### config.mk
export PLATFORM = sky130hd
export DESIGN_NAME = disp_irq_status
export DESIGN_NICKNAME = d
export VERILOG_FILES = /design/src/rtl/disp_irq_pkg.sv /design/src/rtl/disp_irq_chan.sv /design/src/rtl/disp_irq_capture.sv /design/src/rtl/disp_irq_bank.sv /design/src/rtl/disp_irq_status.sv
export SDC_FILE = /design/constraint.sdc
export NUM_CORES = 1
export LEC_CHECK = 0
export BUFFER_PORTS_ARGS = -buffer_cell sky130_fd_sc_hd__buf_4
export CAP_MARGIN = 10
export CORE_ASPECT_RATIO = 0.8
export CORE_MARGIN = 1.5
export CORE_UTILIZATION = 40
export DETAILED_ROUTE_END_ITERATION = 10
export GPL_ROUTABILITY_DRIVEN = 0
export PLACE_DENSITY = 0.7
export SKIP_LAST_GASP = 1
export SYNTH_ARGS = -nofsm -noshare
export SYNTH_HDL_FRONTEND = slang
export SYNTH_HIERARCHICAL = 1
export SYNTH_SLANG_ARGS = --single-unit
### constraint.sdc
create_clock -name clk -period 2.6 [get_ports clk]
set_input_delay 0.52 -clock clk [delete_from_list [all_inputs] [get_ports clk]]
set_output_delay 0.52 -clock clk [all_outputs]
set_load 0.02 [all_outputs]
### src/rtl/disp_irq_pkg.sv
package disp_irq_pkg;

    // status word 0 bit positions
    localparam int B_DONE   = 0;
    localparam int B_SOF0   = 1;
    localparam int B_BERR   = 2;
    localparam int B_ACB    = 3;
    localparam int B_IU0    = 4;
    localparam int B_IU1    = 5;
    localparam int B_OUTRUN = 6;
    localparam int B_QDIS   = 7;
    localparam int B_EOF0   = 8;
    localparam int B_BRS0   = 9;
    localparam int B_SUB    = 10;
    localparam int B_RDST   = 11;
    localparam int B_CMDI   = 12;

    localparam int S0_LOW_W = 13;
    localparam int BCH_LO   = 28;
    localparam int BCH_W    = 3;

    // group offsets inside status word 1 (channel k >= 1)
    localparam int G1_SOF = -1;
    localparam int G1_EOF = 7;
    localparam int G1_BRS = 15;
    localparam int G1_IU  = 23;

    // mask1 bit that also masks the channel-1 underrun in status word 0
    localparam int M1_IU_CH1 = 1 + G1_IU;

    localparam logic [S0_LOW_W-1:0] S0_CLR_MASK = 13'h0FFF;
    localparam logic [S0_LOW_W-1:0] S0_IRQ_SRC  = 13'h1BF3;
    localparam logic [31:0]         S1_CLR_MASK = 32'h003E_3F3F;

    typedef struct packed {
        logic sof;
        logic eof;
        logic brs;
        logic ber;
        logic iu;
    } chan_evt_t;

    typedef struct packed {
        logic done;
        logic acb;
        logic outrun;
        logic rdst;
        logic cmdi;
    } glob_evt_t;

    function automatic logic [S0_LOW_W-1:0] glob_to_bits(glob_evt_t g);
        logic [S0_LOW_W-1:0] v;
        v = '0;
        v[B_DONE]   = g.done;
        v[B_ACB]    = g.acb;
        v[B_OUTRUN] = g.outrun;
        v[B_RDST]   = g.rdst;
        v[B_CMDI]   = g.cmdi;
        return v;
    endfunction

endpackage

### src/rtl/disp_irq_chan.sv
module disp_irq_chan
    import disp_irq_pkg::*;
#(
    parameter int CH = 0
) (
    input  chan_evt_t           evt,
    input  logic                sof_ena,
    input  logic                eof_ena,
    input  logic                m_sof,
    input  logic                m_eof,
    input  logic                m_brs,
    output logic [S0_LOW_W-1:0] set0,
    output logic [31:0]         set1,
    output logic                hit
);
    logic sof_v, eof_v;

    assign sof_v = evt.sof & sof_ena;
    assign eof_v = evt.eof & eof_ena;

    generate
        if (CH == 0) begin : g_ch0
            always_comb begin
                set0         = '0;
                set0[B_SOF0] = sof_v;
                set0[B_EOF0] = eof_v;
                set0[B_BRS0] = evt.brs;
                set0[B_IU0]  = evt.iu;
                set1         = '0;
            end
        end else begin : g_chn
            localparam int P_SOF = CH + G1_SOF;
            localparam int P_EOF = CH + G1_EOF;
            localparam int P_BRS = CH + G1_BRS;
            localparam int P_IU  = CH + G1_IU;
            always_comb begin
                set0        = '0;
                set1        = '0;
                set1[P_SOF] = sof_v;
                set1[P_EOF] = eof_v;
                set1[P_BRS] = evt.brs;
                if (CH == 1) set0[B_IU1] = evt.iu;
                else         set1[P_IU]  = evt.iu;
            end
        end
    endgenerate

    // identifier-eligible event: unmasked frame/branch event or any bus error
    assign hit = (sof_v & ~m_sof) | (eof_v & ~m_eof) | (evt.brs & ~m_brs) | evt.ber;

endmodule

### src/rtl/disp_irq_capture.sv
module disp_irq_capture
    import disp_irq_pkg::*;
#(
    parameter int NCH  = 7,
    parameter int ID_W = 16,
    localparam int CH_W = (NCH > 1) ? $clog2(NCH) : 1
) (
    input  logic                clk,
    input  logic                rst,
    input  logic [NCH-1:0]      hit_v,
    input  logic [NCH-1:0]      ber_v,
    input  logic [NCH*ID_W-1:0] frame_ids,
    input  logic                irq_now,
    output logic [ID_W-1:0]     src_id,
    output logic                any_hit,
    output logic                sub_set,
    output logic                ber_any,
    output logic [BCH_W-1:0]    ber_ch
);
    logic [CH_W-1:0] first_h, first_b;
    logic [ID_W-1:0] sel_id;

    // lowest channel wins for both the identifier and the error channel
    always_comb begin
        any_hit = 1'b0;
        first_h = '0;
        ber_any = 1'b0;
        first_b = '0;
        for (int i = 0; i < NCH; i++) begin
            if (hit_v[i] && !any_hit) begin
                any_hit = 1'b1;
                first_h = CH_W'(i);
            end
            if (ber_v[i] && !ber_any) begin
                ber_any = 1'b1;
                first_b = CH_W'(i);
            end
        end
    end

    assign sel_id  = frame_ids[first_h*ID_W +: ID_W];
    assign ber_ch  = BCH_W'(first_b);
    assign sub_set = any_hit & irq_now;

    always_ff @(posedge clk) begin
        if (rst)                    src_id <= '0;
        else if (any_hit && !irq_now) src_id <= sel_id;
    end

    p_id_load_r7: assert property (@(posedge clk) disable iff (rst)
        (any_hit && !irq_now) |=> (src_id == $past(sel_id)));

    p_id_hold_r8: assert property (@(posedge clk) disable iff (rst)
        !(any_hit && !irq_now) |=> $stable(src_id));

endmodule

### src/rtl/disp_irq_bank.sv
module disp_irq_bank
    import disp_irq_pkg::*;
(
    input  logic                clk,
    input  logic                rst,
    input  logic                en_lvl,
    input  logic [S0_LOW_W-1:0] set0,
    input  logic [31:0]         set1,
    input  glob_evt_t           glob,
    input  logic                ber_any,
    input  logic [BCH_W-1:0]    ber_ch,
    input  logic                sub_set,
    input  logic [S0_LOW_W-1:0] mask0,
    input  logic [31:0]         mask1,
    input  logic                clr0_we,
    input  logic                clr1_we,
    input  logic [31:0]         clr_data,
    output logic [31:0]         stat0,
    output logic [31:0]         stat1,
    output logic                irq
);
    logic [S0_LOW_W-1:0] s0_low, s0_nx, set_all, clr0, eff_mask;
    logic [BCH_W-1:0]    bch, bch_nx;
    logic [31:0]         s1, s1_nx, clr1;
    logic                en_q;

    always_comb begin
        set_all          = set0 | glob_to_bits(glob);
        set_all[B_QDIS]  = set_all[B_QDIS] | (en_q & ~en_lvl);
        set_all[B_BERR]  = set_all[B_BERR] | ber_any;
        set_all[B_SUB]   = set_all[B_SUB]  | sub_set;
        clr0  = clr0_we ? (clr_data[S0_LOW_W-1:0] & S0_CLR_MASK) : '0;
        clr1  = clr1_we ? (clr_data & S1_CLR_MASK) : '0;
        // set is applied after clear, so a collision leaves the bit set
        s0_nx = (s0_low & ~clr0) | set_all;
        s1_nx = (s1 & ~clr1) | set1;
        if (ber_any)                          bch_nx = ber_ch;
        else if (clr0_we && clr_data[B_BERR]) bch_nx = '0;
        else                                  bch_nx = bch;
    end

    always_ff @(posedge clk) begin
        if (rst) begin
            s0_low <= '0;
            s1     <= '0;
            bch    <= '0;
            en_q   <= 1'b0;
        end else begin
            s0_low <= s0_nx;
            s1     <= s1_nx;
            bch    <= bch_nx;
            en_q   <= en_lvl;
        end
    end

    assign stat0 = {1'b0, bch, {(BCH_LO-S0_LOW_W){1'b0}}, s0_low};
    assign stat1 = s1;

    always_comb begin
        eff_mask            = mask0;
        eff_mask[B_IU1]     = mask1[M1_IU_CH1];
        irq = (|(s0_low & S0_IRQ_SRC & ~eff_mask)) | (|(s1 & ~mask1));
    end

    p_qdis_r4: assert property (@(posedge clk) disable iff (rst)
        (en_q && !en_lvl) |=> stat0[B_QDIS]);

    p_ber_field_r5: assert property (@(posedge clk) disable iff (rst)
        ber_any |=> (stat0[B_BERR] && stat0[BCH_LO +: BCH_W] == $past(ber_ch)));

    p_quiet_r6: assert property (@(posedge clk) disable iff (rst)
        (stat1 == 32'd0 && (stat0[S0_LOW_W-1:0] & S0_IRQ_SRC) == '0) |-> !irq);

    p_cmdi_kept_r9: assert property (@(posedge clk) disable iff (rst)
        stat0[B_CMDI] |=> stat0[B_CMDI]);

    p_s1_fixed_r10: assert property (@(posedge clk) disable iff (rst)
        1'b1 |=> ((stat1 & ~S1_CLR_MASK & $past(stat1)) == ($past(stat1) & ~S1_CLR_MASK)));

    p_set_wins_r11: assert property (@(posedge clk) disable iff (rst)
        1'b1 |=> ((stat1 & $past(set1)) == $past(set1)));

endmodule

### src/rtl/disp_irq_status.sv
module disp_irq_status
    import disp_irq_pkg::*;
#(
    parameter int NCH  = 7,
    parameter int ID_W = 16
) (
    input  logic                clk,
    input  logic                rst,
    input  logic                en_lvl,
    input  logic [NCH-1:0]      sof_pulse,
    input  logic [NCH-1:0]      eof_pulse,
    input  logic [NCH-1:0]      brs_pulse,
    input  logic [NCH-1:0]      ber_pulse,
    input  logic [NCH-1:0]      iu_pulse,
    input  logic [NCH-1:0]      sof_ena,
    input  logic [NCH-1:0]      eof_ena,
    input  logic [NCH*ID_W-1:0] frame_ids,
    input  logic                done_pulse,
    input  logic                acb_pulse,
    input  logic                outrun_pulse,
    input  logic                rdstat_pulse,
    input  logic                cmdint_pulse,
    input  logic [12:0]         mask0,
    input  logic [31:0]         mask1,
    input  logic                clr0_we,
    input  logic                clr1_we,
    input  logic [31:0]         clr_data,
    output logic [31:0]         stat0,
    output logic [31:0]         stat1,
    output logic [ID_W-1:0]     src_id,
    output logic                irq
);
    logic [S0_LOW_W-1:0] set0_v [NCH];
    logic [31:0]         set1_v [NCH];
    logic [NCH-1:0]      hit_v;
    logic [S0_LOW_W-1:0] set0_all;
    logic [31:0]         set1_all;
    logic                any_hit, sub_set, ber_any;
    logic [BCH_W-1:0]    ber_ch;
    glob_evt_t           glob;

    genvar c;
    generate
        for (c = 0; c < NCH; c++) begin : g_ch
            chan_evt_t ev;
            logic      m_sof, m_eof, m_brs;
            assign ev = '{sof: sof_pulse[c], eof: eof_pulse[c], brs: brs_pulse[c],
                          ber: ber_pulse[c], iu: iu_pulse[c]};
            if (c == 0) begin : g_m0
                assign m_sof = mask0[B_SOF0];
                assign m_eof = mask0[B_EOF0];
                assign m_brs = mask0[B_BRS0];
            end else begin : g_mn
                assign m_sof = mask1[c + G1_SOF];
                assign m_eof = mask1[c + G1_EOF];
                assign m_brs = mask1[c + G1_BRS];
            end
            disp_irq_chan #(.CH(c)) u_chan (
                .evt     (ev),
                .sof_ena (sof_ena[c]),
                .eof_ena (eof_ena[c]),
                .m_sof   (m_sof),
                .m_eof   (m_eof),
                .m_brs   (m_brs),
                .set0    (set0_v[c]),
                .set1    (set1_v[c]),
                .hit     (hit_v[c])
            );
        end
    endgenerate

    always_comb begin
        set0_all = '0;
        set1_all = '0;
        for (int i = 0; i < NCH; i++) begin
            set0_all = set0_all | set0_v[i];
            set1_all = set1_all | set1_v[i];
        end
    end

    assign glob = '{done: done_pulse, acb: acb_pulse, outrun: outrun_pulse,
                    rdst: rdstat_pulse, cmdi: cmdint_pulse};

    disp_irq_capture #(.NCH(NCH), .ID_W(ID_W)) u_cap (
        .clk       (clk),
        .rst       (rst),
        .hit_v     (hit_v),
        .ber_v     (ber_pulse),
        .frame_ids (frame_ids),
        .irq_now   (irq),
        .src_id    (src_id),
        .any_hit   (any_hit),
        .sub_set   (sub_set),
        .ber_any   (ber_any),
        .ber_ch    (ber_ch)
    );

    disp_irq_bank u_bank (
        .clk      (clk),
        .rst      (rst),
        .en_lvl   (en_lvl),
        .set0     (set0_all),
        .set1     (set1_all),
        .glob     (glob),
        .ber_any  (ber_any),
        .ber_ch   (ber_ch),
        .sub_set  (sub_set),
        .mask0    (mask0),
        .mask1    (mask1),
        .clr0_we  (clr0_we),
        .clr1_we  (clr1_we),
        .clr_data (clr_data),
        .stat0    (stat0),
        .stat1    (stat1),
        .irq      (irq)
    );

    p_sub_r8: assert property (@(posedge clk) disable iff (rst)
        (any_hit && irq) |=> stat0[B_SUB]);

    p_sof0_gate_r2: assert property (@(posedge clk) disable iff (rst)
        (!stat0[B_SOF0] && !(sof_pulse[0] && sof_ena[0])) |=> !stat0[B_SOF0]);

endmodule

Word level (Yosys, flattened, before mapping)
Cells that the tools add are included.
{ "totals": {"ff_bits": 65, "latchBits": 0, "mem_bits_rw": 0, "mem_bits_ro": 0, "in_bits": 248, "output_inout_bits": 81, "n_memories": 0} }
{ "op_classes": {"n_addsub": 0, "mul": 0, "div_mod_pow": 0, "n_lt_le_gt_ge": 0, "n_eq_ne": 0, "shift": 1, "muxes": 30, "n_bitwise": 101, "reduce_logical": 30} }
{ "op_table": {"columns": ["op", "n"], "rows": [
  ["$shiftx 112x8->16", 1],
  ["$and 32x32->32", 2],
  ["$not 32->32", 2],
  ["$and 1x1->1", 37],
  ["$or 32x30->32", 1],
  ["$reduce_or 32->1", 1],
  ["$or 29x30->30", 1],
  ["$or 28x29->29", 1],
  ["$or 27x28->28", 1],
  ["$or 26x27->27", 1],
  ["$and 13x13->13", 2],
  ["$not 13->13", 2],
  ["$or 17x26->26", 1],
  ["$or 1x1->1", 25],
  ["$mux 3", 8],
  ["$mux 22", 1],
  ["$not 1->1", 22],
  ["$mux 1", 16],
  ["$logic_and 1x1->1", 14],
  ["$logic_not 1->1", 13],
  ["$or 10x13->13", 1],
  ["$or 13x13->13", 1],
  ["$reduce_or 13->1", 1],
  ["$mux 12", 1],
  ["3 further kinds", 6]
]} }

Logic depth before layout (Yosys ltp)
Gate-level depths: netlist (run 1).
{ "depth": {"ltp_word": 27, "mapped_depth": 9} }

Cells and area by module
Netlist (run 1), hierarchy kept.
{ "by_module_without_submodules": {"columns": ["mod", "n_inst", "cells_per_inst", "area_each_um2", "seq_area_each_um2"], "rows": [
  ["disp_irq_chan", 7, 53, 387.9, 0.0],
  ["disp_irq_bank", 1, 267, 2050.7, 980.9],
  ["disp_irq_capture", 1, 176, 1515.2, 320.3],
  ["disp_irq_status", 1, 135, 675.6, 0.0]
]} }

Least setup slack after synthesis (run 1)
No wires, ideal clock.
{ "synth_timing": {"path_type": "input to register", "start": "input mask1[18]", "end": "register u_cap.src_id[15]", "setup_ns": 0.121, "arrival_time_ns": 2.185, "t_required_ns": 2.479, "setup_slack_ns": 0.294, "cell_stages": 8, "cell_sequence": "nand2b_1 -> o2111ai_2 -> or2_2 -> o21ai_4 -> buf_6 -> mux2_2 -> a221oi_1 -> o21ai_1"} }
{ "synth_via": {"elab_chain_len": 16, "elab_cells_between_ends": 26} }
{ "synth_rtl": {"columns": ["item", "line_no", "text"], "rows": [
  ["start: declaration", "disp_irq_status.sv:24", "input logic [31:0] mask1,"],
  ["$not 1->1 (*)", "disp_irq_chan.sv:49", "assign hit = (sof_v & ~m_sof) | (eof_v & ~m_eof) | (evt.brs & ~m_brs) | evt.ber;"],
  ["$and 1x1->1 (*)", "disp_irq_chan.sv:49", null],
  ["$or 1x1->1 (*) (2 in a row)", "disp_irq_chan.sv:49", null],
  ["named net hit_v[3]", "disp_irq_status.sv:35", "logic [NCH-1:0] hit_v;"],
  ["$logic_and 1x1->1 (*)", "disp_irq_capture.sv:30", "if (hit_v[i] && !any_hit) begin"],
  ["$mux 1", "disp_irq_capture.sv:30", null],
  ["$logic_not 1->1", "disp_irq_capture.sv:30", null],
  ["$logic_and 1x1->1", "disp_irq_capture.sv:30", null],
  ["$mux 1", "disp_irq_capture.sv:30", null],
  ["$logic_not 1->1", "disp_irq_capture.sv:30", null],
  ["$logic_and 1x1->1", "disp_irq_capture.sv:30", null],
  ["$mux 1", "disp_irq_capture.sv:30", null],
  ["$logic_not 1->1", "disp_irq_capture.sv:30", null],
  ["$logic_and 1x1->1", "disp_irq_capture.sv:30", null],
  ["$mux 3 / $mux 1 (equally long branches)", "disp_irq_capture.sv:30", null],
  ["$shiftx 112x8->16 / $logic_and 1x1->1 (equally long branches)", "disp_irq_capture.sv:41, disp_irq_capture.sv:47", null],
  ["end signal: assignment", "disp_irq_capture.sv:47", "else if (any_hit && !irq_now) src_id <= sel_id;"],
  ["end: declaration", "disp_irq_capture.sv:14", "output logic [ID_W-1:0] src_id,"]
]} }
The timed path passes the listed nets; every way through them passes the cells marked *.
A chain may end at the register's enable or synchronous reset.

Worst setup path after layout (run 1)
{ "layout_timing": {"start": "register u_bank.s1[16] (netlist: u_bank/stat1[16])", "end": "output irq"} }
{ "layout_via": {"elab_chain_len": 3} }
{ "layout_rtl": {"columns": ["item", "line_no", "text"], "rows": [
  ["start: declaration", "disp_irq_bank.sv:24", "logic [31:0] s1, s1_nx, clr1;"],
  ["start signal: assignment", "disp_irq_bank.sv:50", "s1 <= s1_nx;"],
  ["$and 32x32->32", "disp_irq_bank.sv:62", "irq = (|(s0_low & S0_IRQ_SRC & ~eff_mask)) | (|(s1 & ~mask1));"],
  ["$reduce_or 32->1", "disp_irq_bank.sv:62", null],
  ["$or 1x1->1", "disp_irq_bank.sv:62", null],
  ["end: declaration", "disp_irq_status.sv:31", "output logic irq"]
]} }
Every way passes these cells.

==> run metrics, run 1 <==
Leak=about 0.0046 uW; area of the core=0.0168 mm^2; slowest cell on the critical path=dfxtp_1; met2 GRT Util=approximately a third; htree depth=3; crit-path max cell delay=~330 ps; P per Cell Area=387 mW/mm^2; routed length per placed instance=13.7 um; violation count after the first detailed-route iteration=330; Post-synth ARST share=0%; Synth cell types=39; met1 usage in global routing=28.5%; global route overflow=0; sequential share of the synthesized area=about a fifth; Post-synth EDFFs=0; Final ANT Viol Nets=0; worst hold path depth=3; worst hold path class=input port to flop; Cell Chain, Critical Path=nand2b_1, o2111ai_2, buf_4, nor4_4, buf_4, nand4_1, buf_4, buf_4; final setup vio count=0; Post-CTS Hold Buffers=0; CTS root buffer=clkbuf_16; final instance area=roughly 0.0086 mm^2; vias after detailed routing=~6000; Yosys reg bits=65; R2R setup slack=just over 400 ps; Hold Path Origin=outrun_pulse; main combinational cell family by area after synthesis=buffers and inverters; mux share of post-synthesis cell area=4.89%; minimum clock period=2440 ps; DP HPWL=17.1 mm; R2R cell count=11; Top cell by count, worst path=buf_4; wirelength, routed=between 15 and 20 mm; CTS buffer count=9; Synth Cell Area=~0.007 mm^2; Setup crit start kind=flop; Worst IR Drop VDD=around 0.00034 V; reg2reg start=u_bank/stat1[16]$_SDFF_PP0_; CP Buf/Inv Count=4; Post-Synth Simple-Gate Area=22.1%; Hold Violations, Final=0; Initial DRT Pass Iterations=5; clock sink count=65; clk_lat worst skew=340 ps; CTS tree=yes; GRT Util Overall=21.4%; Starting Density=around 41%; XOR/XNOR share of the synthesized area=0%; status=completed; antenna violations before repair=0; row count=42; first-pass GRT wire length=29.0 mm; Ant. Diodes=0; Setup TNS=0 ps; Adder-Cell Fraction of Synth Area=0%; vias in the first global route=between 5000 and 6000; number of vias per cell=roughly 4.2; crit share post-route=93.7%; Bufs on Longest Clock Path=2; Slew Limit Fails=0; Critical Path End Type=output port; Die Height=approximately 120 um; Crit path max-delay family=buffers and inverters; Mapped Cells=949; DRC viols=0; WHS Endpoint=u_bank/s0_low[6]$_SDFF_PP0_; Avg Inst Size Synth=7.33 um^2; Nets=around 1500; Synth Area in Compound Gates=a little over an eighth; RSZ-0062 raised after global routing=no; Die ar.=approximately 0.018 mm^2; layout cell share with drive strength beyond 1=a little under a third; met3 Use GR=~6.4%; largest net degree at the start of global routing=33; Crit Path Max Fanout=3; max-cap violations=0; Critical R2R Capture=u_cap/src_id[1]$_SDFFE_PP0P_; critical path type=flop to output port; Top Ports=roughly 330; dpl cell area=~0.0083 mm^2; synth warn=6; most used routing layer=met2; Top FF cell, synth=dfxtp_1; most common cell after layout, fill and taps aside=buf_4; arrival time worst endpoint=approximately 1900 ps; critical path required time=2080 ps; Clock transition at path regs=about 60 ps; Max Clk Rate=~400 MHz; Fin Hold WS=a little under 400 ps; most frequent cells in the layout=buf_4 (326), conb_1 (303), nand2_1 (101), nor2_1 (69), dfxtp_1 (65); Final Skew=approximately 8.6 ps; Die Width=150 um; Layout Area Growth over Synthesis=23.9%; I/O Buffers=approximately 300; filler cell count=approximately 1700
-- worst register-to-register path, stage by stage, from the launching register on --
cell and delay [ps]:
dfxtp_1 330, nand2b_1 100, o2111ai_2 150, buf_4 180
nor4_4 250, buf_4 140, nand4_1 110, inv_1 120
nand3_1 70, buf_4 190, a221o_1 360, o21ai_1 140
-- repair_timing --
| item | in CTS | in global routing |
|---|---|---|
| endpoints found under the hold margin | 0 | 0 |
| resized for setup | 1 | 2 |
| pin swaps | 0 | 2 |
| endpoints found under the setup margin | 1 | 1 |
| setup buffers | 0 | 0 |
-- synthesized netlist by cell type (2+ instances only) --
cell type	count	share of area, %
conb_1	8	0.43
nand3b_1	10	1.1
o21ai_0	2	0.14
o22ai_1	26	2.3
inv_1	45	2.4
o2111ai_2	7	1.5
mux2i_1	16	2.3
buf_2	8	0.58
nor2_1	69	3.7
a211oi_1	7	0.76
o21ai_1	14	1.0
and2_1	7	0.63
nand2b_1	23	2.1
a221o_1	17	2.4
nor3_1	49	3.5
o2111ai_1	5	0.63
buf_6	6	0.97
clkbuf_1	6	0.32
or4_1	2	0.22
nand3_1	3	0.22
nand2_1	101	5.4
a221oi_1	17	2.1
buf_4	333	36
dfxtp_1	65	19
mux2_2	15	2.4
nor4_1	49	4.4
a21oi_1	27	1.9
-- registers in the layout (all words and copies together) (netlist names) --
| signal | cells |
|---|---|
| u_bank/stat1 | 32 |
| u_bank/bch | 3 |
| u_cap/src_id | 16 |
| u_bank/s0_low | 13 |
| u_bank/en_q | 1 |
-- final cells by class --
type	count	area (um^2)	area share, %
Inverter	47	176	2.05
Clock buffer	10	229	2.66
Multi-Input combinational cell	779	3980	46.1
Clock inverter	6	115	1.34
Sequential cell	65	1300	15.1
Tap cell	220	275	3.19
Timing Repair Buffer	331	2550	29.5
-- power by group --
group	leakage [uW]	internal, uW	total (uW)	switching (uW)
combinational	0.00386	432	849	417
sequential	0.000541	1040	1070	32.4
clock	0.000163	942	1420	478
total	0.00456	2410	3340	928
-- layer usage --
metal	part of all wire [%]	vias up
li1	-	3179
met1	44	2695
met2	46	218
met3	8.6	21
met4	1.5	0
met5	0	-
-- stage by stage --
stage,utilization (%),instances,total power [uW],setup WS [ps]
final,51.4,1458,3340,165
after global routing,51.4,1458,3500,15.1
after CTS,51.3,1458,3370,7.16
after detailed placement,49.3,1442,1930,-78.6
after global placement,49.3,1442,1920,-119
after floorplan,-,1244,1820,294
-- cells by family (layout without fill, tap and decap cells) --
group | Yosys count | in the layout
flip-flops | 65 | 65
AND/OR/NAND/NOR | 318 | 318
other | 8 | 303
AO/OA/AOI/OAI | 126 | 126
multiplexers | 32 | 32
buffers and inverters | 400 | 394
-- worst max-delay path by stage --
stage | end | start | cells past startpoint
2_1_floorplan | u_cap/src_id[15]$_SDFFE_PP0P_ | mask1[18] | 8
3_3_place_gp | u_cap/src_id[1]$_SDFFE_PP0P_ | mask1[24] | 12
3_5_place_dp | u_cap/src_id[0]$_SDFFE_PP0P_ | mask1[24] | 12
4_1_cts | irq | u_bank/stat1[24]$_SDFF_PP0_ | 8
5_1_grt | irq | u_bank/stat1[16]$_SDFF_PP0_ | 8
6_report | irq | u_bank/stat1[16]$_SDFF_PP0_ | 8
(Power assumes the default switching activity.)
==> inputs of run 2 (changes only) <==
CORE_UTILIZATION = 44   (was 40)
PLACE_DENSITY = 0.76   (was 0.7)
==> run 2 against run 1 <==
Against the previous run: cell area decreased by 0.89%; wire length decreased by 3.3%; global-route usage increased by 0.98 points.
==> run metrics, run 2 (synthesized netlist as in run 1, its figures left out) <==
Critical Path End Type=output port; antenna violations before repair=0 (unchanged); Starting Density=45.7% (+4.2 points); P per Cell Area=390 mW/mm^2 (+0.75%); violation count after the first detailed-route iteration=362 (+9.7%); wirelength, routed=19.3 mm (-3.3%); Worst IR Drop VDD=0.000290 V (-15%); Largest register FFs=32 (unchanged); minimum clock period=2440 ps (-0.0570 ps); Ant. Diodes=0 (unchanged); routed length per placed instance=13.4 um (-2.3%); Bufs on Longest Clock Path=2 (unchanged); I/O Buffers=295 (unchanged); number of vias per cell=4.17 (-0.43%); layout cell share with drive strength beyond 1=30.1% (-0.36 points); worst hold path class=input port to flop; vias after detailed routing=6024 (-1.5%); Post-CTS Hold Buffers=0 (unchanged); Layout Area Growth over Synthesis=22.8%; status=completed; row count=40 (-4.8%); max-cap violations=0 (unchanged); setup bufs post-CTS=0 (unchanged); Final Skew=9.29 ps (+0.667 ps); htree depth=3 (unchanged); most frequent cells in the layout=buf_4 (322), conb_1 (303), nand2_1 (101), nor2_1 (69), dfxtp_1 (65); Setup TNS=0 ps (unchanged); CTS buffer count=9 (unchanged); Hold Violations, Final=0 (unchanged); DP HPWL=16.4 mm (-4.1%); Die Width=144 um (-4.6%); CTS root buffer=clkbuf_16; Die ar.=0.0166 mm^2 (-8.9%); DRC viols=0 (unchanged); RSZ-0062 raised after global routing=no; GRT Util Overall=22.4% (+0.98 points); Setup crit start kind=flop; final setup vio count=0 (unchanged); crit share post-route=93.7% (about the same); most common cell after layout, fill and taps aside=buf_4; global route overflow=0 (unchanged); Leak=0.00454 uW (-0.60%); Max Clk Rate=411 MHz (about the same); critical path required time=2080 ps (about the same); arrival time worst endpoint=1920 ps (about the same); CTS tree=yes; first-pass GRT wire length=27.9 mm (-3.8%); Non-Filler Instances=1443 (-1.0%); Die Height=115 um (-4.5%); vias in the first global route=5309 (-3.0%); critical path type=flop to output port; Slew Limit Fails=0 (unchanged); largest net degree at the start of global routing=34 (+3.0%); Clock transition at path regs=60 ps (about the same); clock sink count=65 (unchanged); Post-Place Cells=1427 (-1.0%); Crit Path Max Fanout=3 (unchanged); Initial DRT Pass Iterations=5 (unchanged); Nets=1476 (-0.34%); area of the core=0.0152 mm^2 (-9.2%); Final ANT Viol Nets=0 (unchanged); clk_lat worst skew=330 ps (about the same); Top Ports=329 (unchanged); Fin Hold WS=407 ps (+16.0 ps)
-- run 2: what timing repair did --
item / CTS / global route
hold endpoints to repair: 0 / 0
endpoints found under the setup margin: 0 / 1
gates resized for setup: 0 / 1
-- run 2: routing by layer --
layer	GRT usage (%)	up-vias	part of all wire (%)
li1	-	3164	-
met1	30.6	2632	45
met2	36.8	220	47
met3	5.12	8	7.8
met4	3.67	0	0.64
met5	0	-	0
-- run 2: final cells by class --
type | count | area (um^2)
tap | 210 | 263
sequential | 65 | 1300
clock inverter | 6 | 116
clock buffer | 10 | 229
inverter | 47 | 176
timing repair buffer | 326 | 2500
fill | 1516 | 6670
multi-input combinational | 779 | 3960
-- run 2: worst paths after layout --
path,from,end,slack (ps),depth (start not counted)
worst max-delay path,u_bank/s0_low[0]$_SDFF_PP0_,irq,160,6
worst min-delay path,outrun_pulse,u_bank/s0_low[6]$_SDFF_PP0_,410,3
worst max register to register,u_bank/s0_low[0]$_SDFF_PP0_,u_cap/src_id[0]$_SDFFE_PP0P_,370,9
worst min register to register,u_cap/src_id[6]$_SDFFE_PP0P_,u_cap/src_id[6]$_SDFFE_PP0P_,440,2
-- run 2: through the flow --
| stage | area (um^2) | setup slack [ps] | power (uW) | util (%) |
|---|---|---|---|---|
| 4_1_cts | 8540 | 78.9 | 3350 | 56.1 |
| 3_3_place_gp | 8190 | 8.52 | 1910 | 53.9 |
| 2_1_floorplan | 8060 | 294 | 1820 | - |
| 3_5_place_dp | 8190 | -51.5 | 1920 | 53.9 |
| 5_1_grt | 8550 | 14.5 | 3490 | 56.2 |
| 6_report | 8550 | 165 | 3330 | 56.2 |
-- run 2: power by group --
group | switching (uW) | internal [uW]
Clock | 485 | 943
Combinational | 411 | 425
Sequential | 33.3 | 1040
-- run 2: critical path: stages (launching register included) --
cell	delay [ps]
dfxtp_1	330
nand2b_1	80
o2111ai_1	260
nor4_1	400
nand4_1	200
buf_4	180
buf_4	150
==> inputs of run 3 (changes only) <==
PLACE_DENSITY = 0.78   (was 0.76)
==> run 3 against run 2 <==
Against the previous run: first-iteration DRC count is 14% lower; cell count hardly changed; sequential share of layout area hardly changed; register-to-register slack improved by 30 ps; via count is 2.0% higher; hold slack worse by 13 ps; global-route usage grew 0.87 points; clock-buffer cell count is 1 higher; wire length rose by 1.6%; cell area decreased by 0.21%; die area is the same; largest cell class unchanged; highest routed layer unchanged.
==> run metrics, run 3 (synthesized netlist as in run 1, its figures left out) <==
Nets=1476 (unchanged); setup bufs post-CTS=0 (unchanged); R2R cell count=11 (+2); first-pass GRT wire length=29.0 mm (+4.0%); DRC viols=0 (unchanged); Worst Slack Setup Final=134 ps (-31.0 ps); layout cell share with drive strength beyond 1=30.1% (about the same); I/O Buffers=295 (unchanged); Cell Chain, Critical Path=nand2b_1, o2111ai_2, buf_6, nor4_4, buf_4, nand4_1, buf_4, buf_4; number of vias per cell=4.26 (+2.1%); largest net degree at the start of global routing=35 (+2.9%); Bufs on Longest Clock Path=2 (unchanged); Die Height=115 um (unchanged); WHS Endpoint=u_bank/s0_low[6]$_SDFF_PP0_; Post-CTS Hold Buffers=0 (unchanged); P per Cell Area=364 mW/mm^2 (-6.7%); reg2reg start=u_bank/stat1[24]$_SDFF_PP0_; Leak=0.00453 uW (-0.20%); Ant. Diodes=0 (unchanged); worst hold path depth=3 (unchanged); slowest cell on the critical path=dfxtp_1; R2R setup slack=400 ps (+30 ps); Critical Path End Type=output port; Starting Density=45.7% (unchanged); internal power=2200 uW (-8.6%); final setup vio count=0 (unchanged); Initial DRT Pass Iterations=6 (+1); htree depth=3 (unchanged); CTS buffer count=9 (unchanged); Largest register FFs=32 (unchanged); Reg area=0.00130 mm^2 (unchanged); CTS tree=yes; Hold Path Origin=outrun_pulse; Crit Path Max Fanout=3 (unchanged); pre-CTS setup slack=-74.3 ps (-22.8 ps); footprint of the multi-input gates=0.00398 mm^2 (+0.54%); filler cell count=1524 (+0.53%); crit share post-route=94.9% (+1.2 points); global route overflow=0 (unchanged); Switch Pwr=906 uW (-2.5%); dpl cell area=0.00822 mm^2 (+0.31%); Hold Violations, Final=0 (unchanged); Die Width=144 um (unchanged); Comb pwr share=27.3% (+2.2 points); Max Clk Rate=405 MHz (-1.3%); worst hold path class=input port to flop; clock sink count=65 (unchanged); vias after detailed routing=6144 (+2.0%); critical path required time=2080 ps (about the same); clk_lat worst skew=340 ps (about the same); Clock transition at path regs=60 ps (about the same); final instance area=0.00853 mm^2 (-0.21%); Non-Filler Instances=1442 (-0.069%); minimum clock period=2470 ps (+31.0 ps); GRT Util Overall=23.3% (+0.87 points); Switching Share=29.2% (+1.3 points); RSZ-0062 raised after global routing=no; arrival time worst endpoint=1950 ps (+30 ps); Die ar.=0.0166 mm^2 (unchanged); critical path type=flop to output port; Final ANT Viol Nets=0 (unchanged); sequential share of power=34.5% (+2.4 points); Post-Place Cells=1427 (unchanged); Slew Limit Fails=0 (unchanged); routed length per placed instance=13.6 um (+1.7%); wirelength, routed=19.6 mm (+1.6%); Critical R2R Capture=u_cap/src_id[12]$_SDFFE_PP0P_; area of the core=0.0152 mm^2 (unchanged); violation count after the first detailed-route iteration=310 (-14%); status=completed; Final Skew=7.06 ps (-2.22 ps); antenna violations before repair=0 (unchanged); Top Ports=329 (unchanged); row count=40 (unchanged); Worst IR Drop VDD=0.000287 V (-1.1%); most common cell after layout, fill and taps aside=buf_4; Top cell by count, worst path=buf_4; most frequent cells in the layout=buf_4 (319), conb_1 (303), nand2_1 (101), nor2_1 (69), dfxtp_1 (65); max-cap violations=0 (unchanged); CTS root buffer=clkbuf_16; Layout Area Growth over Synthesis=22.6%; vias in the first global route=5774 (+8.8%); Clock power frac=38.2% (-4.6 points); DP HPWL=16.6 mm (+1.3%); Setup crit start kind=flop; crit-path max cell delay=320 ps (-80 ps)
==> run 3: changes by cell type in the layout (fill, tap and decap cells not counted), sizes merged <==
| cell | previous run | this run |
|---|---|---|
| clkbuf | 10 | 11 |
| bufinv | 3 | 1 |
==> run 3: per-stage QoR <==
step                hold slack [ps]  total power (uW)  utilization [%]  TNS [ps]
global placement                434              1910             54.0      -851
finish                          394              3110             56.1         0
CTS                             377              3130             55.9         0
floorplan                       453              1820                -         0
detailed placement              439              1920             54.0      -416
global route                    389              3270             56.1         0
==> run 3: worst max-delay path by stage <==
stage | from | endpoint | slack [ps]
2_1_floorplan | mask1[18] | u_cap/src_id[15]$_SDFFE_PP0P_ | 290
3_3_place_gp | mask1[24] | u_cap/src_id[12]$_SDFFE_PP0P_ | -100
3_5_place_dp | mask1[24] | u_cap/src_id[12]$_SDFFE_PP0P_ | -70
4_1_cts | u_bank/stat1[24]$_SDFF_PP0_ | irq | 4
5_1_grt | u_bank/stat1[24]$_SDFF_PP0_ | irq | 9
6_report | u_bank/stat1[24]$_SDFF_PP0_ | irq | 130
==> run 3: timing repair <==
| action | in CTS | in global routing |
|---|---|---|
| cloned | 0 | 0 |
| pin swaps | 0 | 1 |
| gates resized for setup | 1 | 4 |
| setup endpoints to repair | 1 | 1 |
==> run 3: worst max-delay path, delay by kind of cell (launching register included) <==
kind,cells,cell delay [ps]
AO/OA/AOI/OAI,1,150
flip-flops,1,320
buffers and inverters,4,650
AND/OR/NAND/NOR,3,500
==> run 3: cell type report <==
class	count	area share, %
multi-input cells	779	46.7
repair buffers	326	29.6
flip-flops and latches	65	15.3
well taps	210	3.08
clock buffers	11	2.73
inverters	47	2.07
clock inverters	4	0.528
==> run 3: power by group through the flow <==
stage	registers [uW]	logic [uW]	clock network, uW
after global routing	1080	933	1260
after CTS	1070	833	1220
after global placement	1090	821	0
after floorplan	1140	688	0
final	1070	848	1190
after detailed placement	1090	830	0
==> run 3: routing by layer <==
layer	share of wire [%]	track usage, %
met5	0	0
met3	8.4	6.69
met4	1.3	5.85
met2	47	38.1
met1	43	30.3
